`config.mk`:
```
export PLATFORM = sky130hd
export DESIGN_NAME = bus_size_seq
export DESIGN_NICKNAME = d
export VERILOG_FILES = /design/src/rtl/bsz_pkg.sv /design/src/rtl/bsz_area_regs.sv /design/src/rtl/bsz_step_decode.sv /design/src/rtl/bsz_lane_steer.sv /design/src/rtl/bus_size_seq.sv
export SDC_FILE = /design/constraint.sdc
export NUM_CORES = 1
export LEC_CHECK = 0
export ABC_AREA = 1
export BUFFER_PORTS_ARGS = -buffer_cell sky130_fd_sc_hd__buf_2
export CORE_ASPECT_RATIO = 0.5
export CORE_UTILIZATION = 35
export CTS_BUF_LIST = sky130_fd_sc_hd__clkbuf_8
export DETAILED_ROUTE_END_ITERATION = 6
export PLACE_DENSITY_LB_ADDON = 0.08
export SYNTH_ARGS = -nofsm -noshare
export SYNTH_HDL_FRONTEND = slang
export SYNTH_HIERARCHICAL = 1
export SYNTH_SLANG_ARGS = --single-unit
```
`constraint.sdc`:
```
create_clock -name clk_i -period 3.6 [get_ports clk_i]
set_clock_uncertainty 0.05 [all_clocks]
set_input_delay 0.72 -clock clk_i [delete_from_list [all_inputs] [get_ports clk_i]]
set_output_delay 0.72 -clock clk_i [all_outputs]
set_load 0.02 [all_outputs]
```
`src/rtl/bsz_pkg.sv`:
```
package bsz_pkg;
  localparam int unsigned OP_BYTES = 4;
  localparam int unsigned LANES    = 2;
  localparam int unsigned EN_BIT   = 7;
  localparam int unsigned BW_BIT   = 3;

  function automatic logic [2:0] op_bytes(input logic [1:0] sz);
    return sz[1] ? 3'd4 : (sz[0] ? 3'd2 : 3'd1);
  endfunction
endpackage

```
`src/rtl/bsz_area_regs.sv`:
```
module bsz_area_regs #(
  parameter int unsigned NAREA = 4,
  parameter logic [NAREA-1:0] RST_EN = NAREA'(4),
  localparam int unsigned IW = (NAREA > 1) ? $clog2(NAREA) : 1
) (
  input  logic             clk_i,
  input  logic             rst_ni,
  input  logic             we_i,
  input  logic [IW-1:0]    idx_i,
  input  logic [7:0]       mask_i,
  input  logic [7:0]       data_i,
  input  logic [NAREA-1:0] sel_i,
  output logic             narrow_o
);
  import bsz_pkg::*;

  logic [NAREA-1:0] en_q, nar_q;
  logic cfg_unused;
  assign cfg_unused = ^{mask_i[6:4], mask_i[2:0], data_i[6:4], data_i[2:0]};

  for (genvar a = 0; a < NAREA; a++) begin : g_area
    always_ff @(posedge clk_i or negedge rst_ni) begin
      if (!rst_ni) begin
        en_q[a]  <= RST_EN[a];
        nar_q[a] <= 1'b0;
      end else if (we_i && idx_i == IW'(a)) begin
        if (mask_i[EN_BIT]) en_q[a]  <= data_i[EN_BIT];
        if (mask_i[BW_BIT]) nar_q[a] <= data_i[BW_BIT];
      end
    end
  end

  // disabled or unselected area falls back to 16-bit
  assign narrow_o = |(sel_i & en_q & nar_q);
endmodule

```
`src/rtl/bsz_step_decode.sv`:
```
module bsz_step_decode
  import bsz_pkg::*;
(
  input  logic                  narrow_i,
  input  logic [1:0]            size_i,
  input  logic                  odd_i,
  input  logic [1:0]            step_i,
  output logic                  last_o,
  output logic [1:0]            off_o,
  output logic [LANES-1:0]      lane_o,
  output logic [LANES-1:0][1:0] bidx_o
);
  logic [2:0] nb;
  assign nb = op_bytes(size_i);

  // byte index carried by each lane on a 16-bit bus: 2*step + lane - odd
  logic [3:0]       ix  [LANES];
  logic [LANES-1:0] hit;
  for (genvar g = 0; g < LANES; g++) begin : g_lane
    assign ix[g]  = {1'b0, step_i, 1'b0} + 4'(g) - {3'b0, odd_i};
    assign hit[g] = ix[g] < {1'b0, nb};
  end

  always_comb begin
    last_o = 1'b0;
    off_o  = 2'd0;
    lane_o = '0;
    bidx_o = '0;
    if (narrow_i) begin
      last_o    = ({1'b0, step_i} == nb - 3'd1);
      off_o     = step_i;
      lane_o[0] = 1'b1;
      bidx_o[0] = step_i;
    end else begin
      last_o = ({1'b0, step_i} == (({2'b0, odd_i} + nb - 3'd1) >> 1));
      off_o  = (step_i == 2'd0) ? 2'd0 : 2'({step_i, 1'b0} - {2'b0, odd_i});
      for (int l = 0; l < LANES; l++) begin
        lane_o[l] = hit[l];
        bidx_o[l] = hit[l] ? ix[l][1:0] : 2'd0;
      end
    end
  end
endmodule

```
`src/rtl/bsz_lane_steer.sv`:
```
module bsz_lane_steer
  import bsz_pkg::*;
(
  input  logic                  clk_i,
  input  logic                  rst_ni,
  input  logic                  clr_i,
  input  logic                  cap_i,
  input  logic                  wr_i,
  input  logic [LANES-1:0]      lane_i,
  input  logic [LANES-1:0][1:0] bidx_i,
  input  logic [31:0]           wdata_i,
  input  logic [15:0]           din_i,
  output logic [LANES-1:0]      wstb_o,
  output logic [15:0]           dout_o,
  output logic [31:0]           rdata_o
);
  logic [OP_BYTES-1:0][7:0] wd, rbuf_q;
  assign wd      = wdata_i;
  assign rdata_o = rbuf_q;

  for (genvar g = 0; g < LANES; g++) begin : g_out
    assign wstb_o[g]        = wr_i & lane_i[g];
    assign dout_o[8*g +: 8] = wstb_o[g] ? wd[bidx_i[g]] : 8'h00;
  end

  always_ff @(posedge clk_i or negedge rst_ni) begin
    if (!rst_ni) rbuf_q <= '0;
    else if (clr_i) rbuf_q <= '0;
    else if (cap_i) begin
      for (int l = 0; l < LANES; l++)
        if (lane_i[l]) rbuf_q[bidx_i[l]] <= din_i[8*l +: 8];
    end
  end
endmodule

```
`src/rtl/bus_size_seq.sv`:
```
module bus_size_seq
  import bsz_pkg::*;
#(
  parameter int unsigned NAREA = 4,
  parameter int unsigned AW    = 24,
  parameter logic [NAREA-1:0] RST_EN = NAREA'(4),
  localparam int unsigned IW = (NAREA > 1) ? $clog2(NAREA) : 1
) (
  input  logic             clk_i,
  input  logic             rst_ni,
  input  logic             cfg_we_i,
  input  logic [IW-1:0]    cfg_idx_i,
  input  logic [7:0]       cfg_mask_i,
  input  logic [7:0]       cfg_data_i,
  input  logic [NAREA-1:0] area_sel_i,
  input  logic             req_i,
  input  logic [1:0]       size_i,
  input  logic [AW-1:0]    addr_i,
  input  logic             we_i,
  input  logic [31:0]      wdata_i,
  output logic             busy_o,
  output logic             done_o,
  output logic [31:0]      rdata_o,
  output logic             mem_cyc_o,
  output logic             mem_we_o,
  output logic [AW-1:0]    mem_addr_o,
  output logic [1:0]       mem_lane_o,
  output logic [1:0]       mem_wstb_o,
  output logic [15:0]      mem_dout_o,
  input  logic [15:0]      mem_din_i
);
  logic                  busy_q, done_q, we_q, narrow_q, narrow_sel;
  logic [1:0]            size_q, step_q, off;
  logic [AW-1:0]         addr_q;
  logic [31:0]           wdata_q;
  logic                  last, accept;
  logic [LANES-1:0]      lane, lane_act;
  logic [LANES-1:0][1:0] bidx;

  bsz_area_regs #(.NAREA(NAREA), .RST_EN(RST_EN)) u_regs (
    .clk_i, .rst_ni, .we_i(cfg_we_i), .idx_i(cfg_idx_i), .mask_i(cfg_mask_i),
    .data_i(cfg_data_i), .sel_i(area_sel_i), .narrow_o(narrow_sel)
  );

  bsz_step_decode u_dec (
    .narrow_i(narrow_q), .size_i(size_q), .odd_i(addr_q[0]), .step_i(step_q),
    .last_o(last), .off_o(off), .lane_o(lane), .bidx_o(bidx)
  );

  assign accept   = req_i & ~busy_q;
  assign lane_act = busy_q ? lane : '0;

  always_ff @(posedge clk_i or negedge rst_ni) begin
    if (!rst_ni) begin
      busy_q   <= 1'b0;
      done_q   <= 1'b0;
      we_q     <= 1'b0;
      narrow_q <= 1'b0;
      size_q   <= 2'd0;
      step_q   <= 2'd0;
      addr_q   <= '0;
      wdata_q  <= '0;
    end else begin
      done_q <= busy_q & last;
      if (accept) begin
        busy_q   <= 1'b1;
        step_q   <= 2'd0;
        we_q     <= we_i;
        narrow_q <= narrow_sel;
        size_q   <= size_i;
        addr_q   <= addr_i;
        wdata_q  <= wdata_i;
      end else if (busy_q) begin
        if (last) busy_q <= 1'b0;
        else      step_q <= step_q + 2'd1;
      end
    end
  end

  bsz_lane_steer u_steer (
    .clk_i, .rst_ni, .clr_i(accept), .cap_i(busy_q & ~we_q), .wr_i(busy_q & we_q),
    .lane_i(lane_act), .bidx_i(bidx), .wdata_i(wdata_q), .din_i(mem_din_i),
    .wstb_o(mem_wstb_o), .dout_o(mem_dout_o), .rdata_o(rdata_o)
  );

  assign busy_o     = busy_q;
  assign done_o     = done_q;
  assign mem_cyc_o  = busy_q;
  assign mem_we_o   = busy_q & we_q;
  assign mem_addr_o = busy_q ? addr_q + AW'(off) : '0;
  assign mem_lane_o = lane_act;
endmodule

```
==> impl_metrics.py, run 1 <==
metrics = {
    "critical_path": {
        "cp-end-kind": "output port",
        "critPathArrivalTime_ns": 2.75,
        "rr_worst_depth": 18,
        "worstReg2RegStart": "step_q[0]",
        "path_max_fanout": 4,
        "critPathLaunch": "step_q[0]",
        "critical_path_class": "flop to output port",
        "cp-start-kind": "flop",
        "critPathRequiredTime_ns": 2.83,
    },
    "power": {
        "p_total_mw": 7.75,
        "irDropWorstVdd_v": 0.000474,
        "pwr_density_cell_nw_per_um2": 956,
        "power_leakage_nw": 4.50,
    },
    "run": {
        "cap_violations": 0,
    },
    "run_status": {
        "status": "finished, final reports clean",
    },
    "grt": {
        "grt-ovfl-total": 0,
        "grt_use_total_pct": 21.9,
        "antenna_found_initial": 1,
        "grt_pass1_vias": 6488,
        "grt_max_degree": 57,
        "grt_pass1_wl_mm": 33.2,
    },
    "sta": {
        "hold_slack_ns": 0.340,
        "hold_viol_final": 0,
        "max_freq_ghz": 0.284,
        "grt_setup_unrepaired": "yes",
        "slew_viol_final": 0,
        "min_period_ns": 3.52,
        "finalSetupViolations": 0,
        "worst_pin_slew_ns": 0.809,
        "timing.slew.headroom_pct": 46.1,
        "fin_crit_sh_pct": 97.7,
    },
    "yosys": {
        "synth_xor_area_share_pct": 0.401,
        "syn_avg_cell_area_um2": 6.57,
        "yosysTopAreaCellShare_pct": 39.4,
        "ys_seq_area_share_pct": 39.8,
        "synth_mux_area_share_pct": 0,
        "synth_compound_area_share_pct": 6.61,
        "ys_warn_count": 6,
        "synthSimpleGateAreaFrac_pct": 43.6,
        "synth_top_family_by_area": "simple AND/OR/NAND/NOR gates",
        "syn_inst": 996,
        "synth_cell_type_count": 28,
        "syn_area_um2": 6550,
        "synth_area_leaders": "dfrtp_1, nand2_1, nor2_1, nand3_1, inv_1",
        "ys_seq_elements": 104,
        "synthAdderAreaFrac_pct": 1.64,
        "synth_nets": 1105,
        "synth_top_cell_by_area": "dfrtp_1",
    },
    "placement": {
        "dpl.hpwl_mm": 15.2,
        "gp_congestion": 0.906,
        "port_buffers": 168,
        "place_area_um2": 7640,
    },
    "detailed_routing": {
        "drc_errors": 0,
        "ant_nets": 0,
        "num_vias": 6828,
        "drt_iter0_drc": 382,
        "viasPerCell": 4.84,
        "detail_route.wirelength_mm": 20.7,
        "drt_pass1_iterations": 4,
        "wl_per_cell_um": 14.7,
    },
    "die": {
        "die_h_um": 98.7,
        "start_util_pct": 36.7,
        "core_area_um2": 17800,
        "fp-row-count": 34,
        "dieArea_um2": 19300,
        "die_x_um": 195,
        "pin_count": 181,
    },
    "clock_tree": {
        "clk_path_buf_depth": 2,
        "numCtsBuffers": 9,
        "clock_sink_count": 104,
        "cts_tree": "done",
        "htreeDepth": 3,
        "cts_hold_buf": 0,
        "clk_pin_slew_ns": 0.12,
        "cts_root_buffer": "clkbuf_8",
        "clk_latency_ns": 0.40,
    },
    "cells_and_area": {
        "antennaDiodeCount": 0,
        "area_growth_pct": 23.8,
        "multi_input_area_um2": 3550,
        "layout.area.seq_um2": 2600,
        "drive_above_1_share_pct": 24.3,
        "design_area_um2": 8110,
        "nets": 1280,
        "nFillCells": 1954,
    },
    "worst_hold_path": {
        "hold_path_class": "input port to async pin",
    },
}
==> per-stage QoR <==
stage | util [%] | setup TNS [ns] | instances | setup WS [ns]
global route | 45.5 | -0.568 | 1410 | -0.0949
global placement | 42.9 | 0 | 1381 | 0.201
CTS | 44.3 | 0 | 1399 | 0.00415
finish | 45.5 | 0 | 1410 | 0.0841
floorplan | - | 0 | 996 | 0.263
detailed placement | 42.9 | 0 | 1381 | 0.148
==> critical path: stages, from the launching register on <==
cell	delay, ns
dfrtp_1	0.38
inv_2	0.06
ha_4	0.16
xor2_1	0.16
ha_1	0.29
a21boi_2	0.14
nand2_1	0.07
nand2_2	0.09
a21oi_4	0.08
buf_6	0.14
nor2_4	0.17
buf_6	0.14
nand2_1	0.04
o21ai_1	0.08
nor2_1	0.06
nor2_1	0.13
buf_4	0.17
==> cell families after synthesis <==
kind of cell    after synthesis
simple gates                676
buf+inv                     121
flops                       104
compound gates               84
fa+ha+maj                     8
xor+xnor                      3
==> flip-flops by register name, indices dropped and copies added, names as in the netlist <==
signal           cells
u_steer/rdata_o     32
wdata_q             32
addr_q              24
u_regs/en_q          4
u_regs/nar_q         4
size_q               2
step_q               2
busy_o               1
done_o               1
narrow_q             1
we_q                 1
==> synthesized netlist by cell type <==
cell and n:
nand3_1 71, xnor2_1 2, o21ai_0 50, nand4_1 29
a21oi_1 22, buf_4 7, nor2_2 12, nand2_2 9
o21ai_1 8, nor3b_1 1, nand2_1 432, nor2_1 105
clkbuf_1 3, nand3_2 5, dfrtp_1 103, buf_1 5
a21oi_2 2, xor2_1 1, inv_1 77, nor3_1 3
buf_6 2, fa_1 1, nor2_4 9, buf_2 19
a21boi_1 2, dfstp_2 1, inv_2 8, ha_1 7
==> worst paths after layout <==
kind	endpoint	slack, ns
worst min register to register	u_regs/en_q[2]	0.42
worst max register to register	u_steer/rdata_o[7]	0.84
min in group clk_i	u_regs/en_q[2]	0.42
worst max-delay path	mem_dout_o[5]	0.08
max in group asynchronous	u_regs/en_q[2]	2.34
worst min-delay path	u_steer/rdata_o[12]	0.34
==> repair_timing <==
| item | CTS | global route |
|---|---|---|
| endpoints found under the setup margin | 23 | 35 |
| pin swaps | 1 | 18 |
| buffers inserted | 2 | 11 |
| gates resized for setup | 27 | 49 |
| hold endpoints to repair | 0 | 0 |
==> layout by cell type, fill, tap and decap left out, types with 2 or more instances in the layout <==
cell type,count
nor3_1,3
nand2_1,424
o21ai_2,3
clkbuf_8,10
inv_2,9
nor2_2,13
buf_2,156
buf_12,2
ha_1,6
xnor2_1,2
nor2_4,14
inv_1,73
o21ai_0,29
nand2_4,5
dfrtp_1,103
inv_6,2
clkinvlp_4,2
nand3_1,71
nor2_1,99
nand3_2,5
clkinv_4,3
buf_4,39
o21ai_1,26
buf_6,2
nand4_1,29
nand2_2,12
a21oi_1,22
==> area by class of cell <==
class                      count  share of cell area, %
tap                          234                   3.61
timing repair buffer         200                   14.1
clock buffer                  10                   1.70
multi-input combinational    771                   43.8
sequential                   104                   32.1
inverter                      85                   4.09
clock inverter                 6                  0.648
==> routing by layer <==
| metal | part of all wire, % | track usage (%) | vias up |
|---|---|---|---|
| met2 | 44 | 34.8 | 172 |
| met5 | 0.063 | 0 | - |
| met3 | 5.5 | 4.48 | 24 |
| met4 | 1.7 | 6.12 | 2 |
| met1 | 49 | 30.2 | 3155 |
| li1 | - | - | 3475 |
==> power by group <==
group	total, mW	leakage, nW	switching (mW)	internal, mW
Clock	0.745	0.0910	0.464	0.281
Sequential	2.03	1.33	0.407	1.62
Combinational	4.98	3.08	3.21	1.77
Total	7.75	4.50	4.08	3.67
(Power assumes the default switching activity.)
==> run 2: changes to the inputs <==
Settings changed: GPL_TIMING_DRIVEN set to 0.
==> impl_metrics.py, run 2 (synthesis results as in run 1) <==
metrics = {
    "grt": {
        "grt_max_degree": 66,
        "grt_pass1_wl_mm": 33.9,
        "grt-ovfl-total": 0,
        "antenna_found_initial": 1,
        "grt_pass1_vias": 6553,
        "grt_use_total_pct": 22.6,
    },
    "power": {
        "clkPwrFrac_pct": 8.7,
        "p_total_mw": 7.92,
        "p_int_mw": 3.70,
        "p_seq_share_pct": 26.2,
        "p_comb_share_pct": 65.2,
        "power_leakage_nw": 4.57,
        "p_switching_mw": 4.21,
        "irDropWorstVdd_v": 0.000354,
        "swShare_pct": 53.2,
        "pwr_density_cell_nw_per_um2": 957,
    },
    "sta": {
        "slew_viol_final": 0,
        "max_freq_ghz": 0.287,
        "fin_crit_sh_pct": 96.7,
        "hold_viol_final": 0,
        "worst_pin_slew_ns": 0.571,
        "grt_setup_unrepaired": "yes",
        "min_period_ns": 3.48,
        "timing.slew.headroom_pct": 61.9,
        "finalSetupViolations": 0,
    },
    "detailed_routing": {
        "drt_iter0_drc": 400,
        "detail_route.wirelength_mm": 21.4,
        "drc_errors": 0,
        "num_vias": 6987,
        "viasPerCell": 4.89,
        "drt_pass1_iterations": 5,
        "ant_nets": 0,
        "wl_per_cell_um": 15.0,
    },
    "clock_tree": {
        "cts_hold_buf": 0,
        "numCtsBuffers": 9,
        "clock_sink_count": 104,
        "clk_path_buf_depth": 2,
        "cts_tree": "done",
        "cts_root_buffer": "clkbuf_8",
        "htreeDepth": 3,
        "clk_pin_slew_ns": 0.11,
        "clk_latency_ns": 0.38,
    },
    "run": {
        "cap_violations": 0,
    },
    "critical_path": {
        "cp-end-kind": "output port",
        "worstReg2RegStart": "size_q[0]",
        "critPathRequiredTime_ns": 2.83,
        "critPathLaunch": "addr_q[0]",
        "crit_slowest_cell": "dfrtp_2",
        "critPathArrivalTime_ns": 2.71,
        "regToRegSetupSlack_ns": 1.04,
        "cp_slowest_stage_delay_ns": 0.45,
        "rr_worst_depth": 15,
        "path_cells": "ha_4 -> xor2_1 -> ha_1 -> a21boi_1 -> nand2_1 -> nand2_2 -> a21oi_4 -> buf_6 -> clkinv_4 -> nand2_8 -> o21ai_1 -> nor2_2 -> nor2_1 -> buf_4",
        "rr_endpoint": "u_steer/rdata_o[21]",
        "cp-start-kind": "flop",
        "path_max_fanout": 8,
        "critical_path_class": "flop to output port",
    },
    "placement": {
        "gp_congestion": 0.898,
        "placed_cells": 1395,
        "port_buffers": 164,
        "place_area_um2": 7690,
        "dpl.hpwl_mm": 16.2,
    },
    "cells_and_area": {
        "layout.area.seq_um2": 2610,
        "design_area_um2": 8270,
        "drive_above_1_share_pct": 26.1,
        "finalNonFillerCells": 1428,
        "area_growth_pct": 26.3,
        "nFillCells": 1925,
        "antennaDiodeCount": 0,
        "nets": 1298,
        "multi_input_area_um2": 3610,
        "final_util_pct": 46.4,
        "final_common_cell": "nand2_1",
        "layout_common_cells": "nand2_1, buf_2, dfrtp_1",
    },
    "die": {
        "fp-row-count": 34,
        "dieArea_um2": 19300,
        "start_util_pct": 36.7,
        "die_x_um": 195,
        "die_h_um": 98.7,
        "core_area_um2": 17800,
        "pin_count": 181,
    },
    "run_status": {
        "status": "finished, final reports clean",
    },
    "worst_hold_path": {
        "hold_path_class": "input port to async pin",
    },
}
-- run 2: changes by cell type in the layout (fill, tap and decap cells not counted), moves of 3 or more --
cell	change
buf_1	+5
nand2_1	-4
dfrtp_1	-5
o21ai_2	+3
buf_6	+5
dfrtp_2	+5
buf_4	-8
o21ai_1	-4
buf_2	+13
clkbuf_1	+3
clkinv_2	+3
-- run 2: power groups by stage --
stage	combinational, mW	sequential, mW	clock [mW]
after floorplan	3.00	2.07	0
after global placement	4.28	2.09	0
after detailed placement	4.33	2.10	0
after CTS	4.69	2.06	0.720
after global routing	5.72	2.14	0.763
final	5.16	2.07	0.685
-- run 2: final cells by class --
cell class	count	share of cell area [%]
Sequential cell	104	31.6
Buffer	34	2.57
Tap cell	234	3.54
Timing Repair Buffer	184	12.5
Multi-Input combinational cell	771	43.7
Inverter	85	4.07
Clock inverter	7	0.575
Clock buffer	9	1.50
-- run 2: how the worst max path moves through the flow --
stage / cells after the start / to / slack [ns]
after floorplan: 14 / mem_dout_o[0] / 0.26
after global placement: 14 / mem_dout_o[6] / 0.0004
after detailed placement: 14 / mem_dout_o[6] / -0.02
after CTS: 15 / mem_dout_o[3] / 0.004
after global routing: 14 / mem_dout_o[6] / -0.05
final: 14 / mem_dout_o[6] / 0.12
-- run 2: critical path: cells and delay by family (launching register included) --
| kind | cells | cell delay [ns] |
|---|---|---|
| buf+inv | 3 | 0.37 |
| simple gates | 5 | 0.42 |
| compound gates | 3 | 0.46 |
| flops | 1 | 0.45 |
| fa+ha+maj | 2 | 0.49 |
| xor+xnor | 1 | 0.14 |
-- run 2: repair_timing --
item / 4_1_cts / 5_1_grt
setup buffers: 5 / 14
pin swaps: 5 / 23
endpoints found under the setup margin: 38 / 37
cloned: 0 / 0
resized for setup: 48 / 59
-- run 2: routing by layer --
metal  routed length (um)  global-route usage (%)  share of wire (%)  vias to the layer above
li1                     -                       -                  -                     3515
met1                10200                    31.0                 47                     3247
met2                 9850                    37.0                 46                      208
met3                 1180                    4.31                5.5                       15
met4                  221                    5.21                1.0                        2
met5                   13                       0              0.061                        -
-- run 2: through the flow --
| stage | worst slack, ns | setup TNS (ns) | hold slack [ns] |
|---|---|---|---|
| after global placement | 0.000393 | 0 | 0.404 |
| after CTS | 0.00431 | 0 | 0.265 |
| after floorplan | 0.263 | 0 | 0.374 |
| final | 0.120 | 0 | 0.272 |
| after detailed placement | -0.0184 | -0.0302 | 0.410 |
| after global routing | -0.0508 | -0.160 | 0.295 |
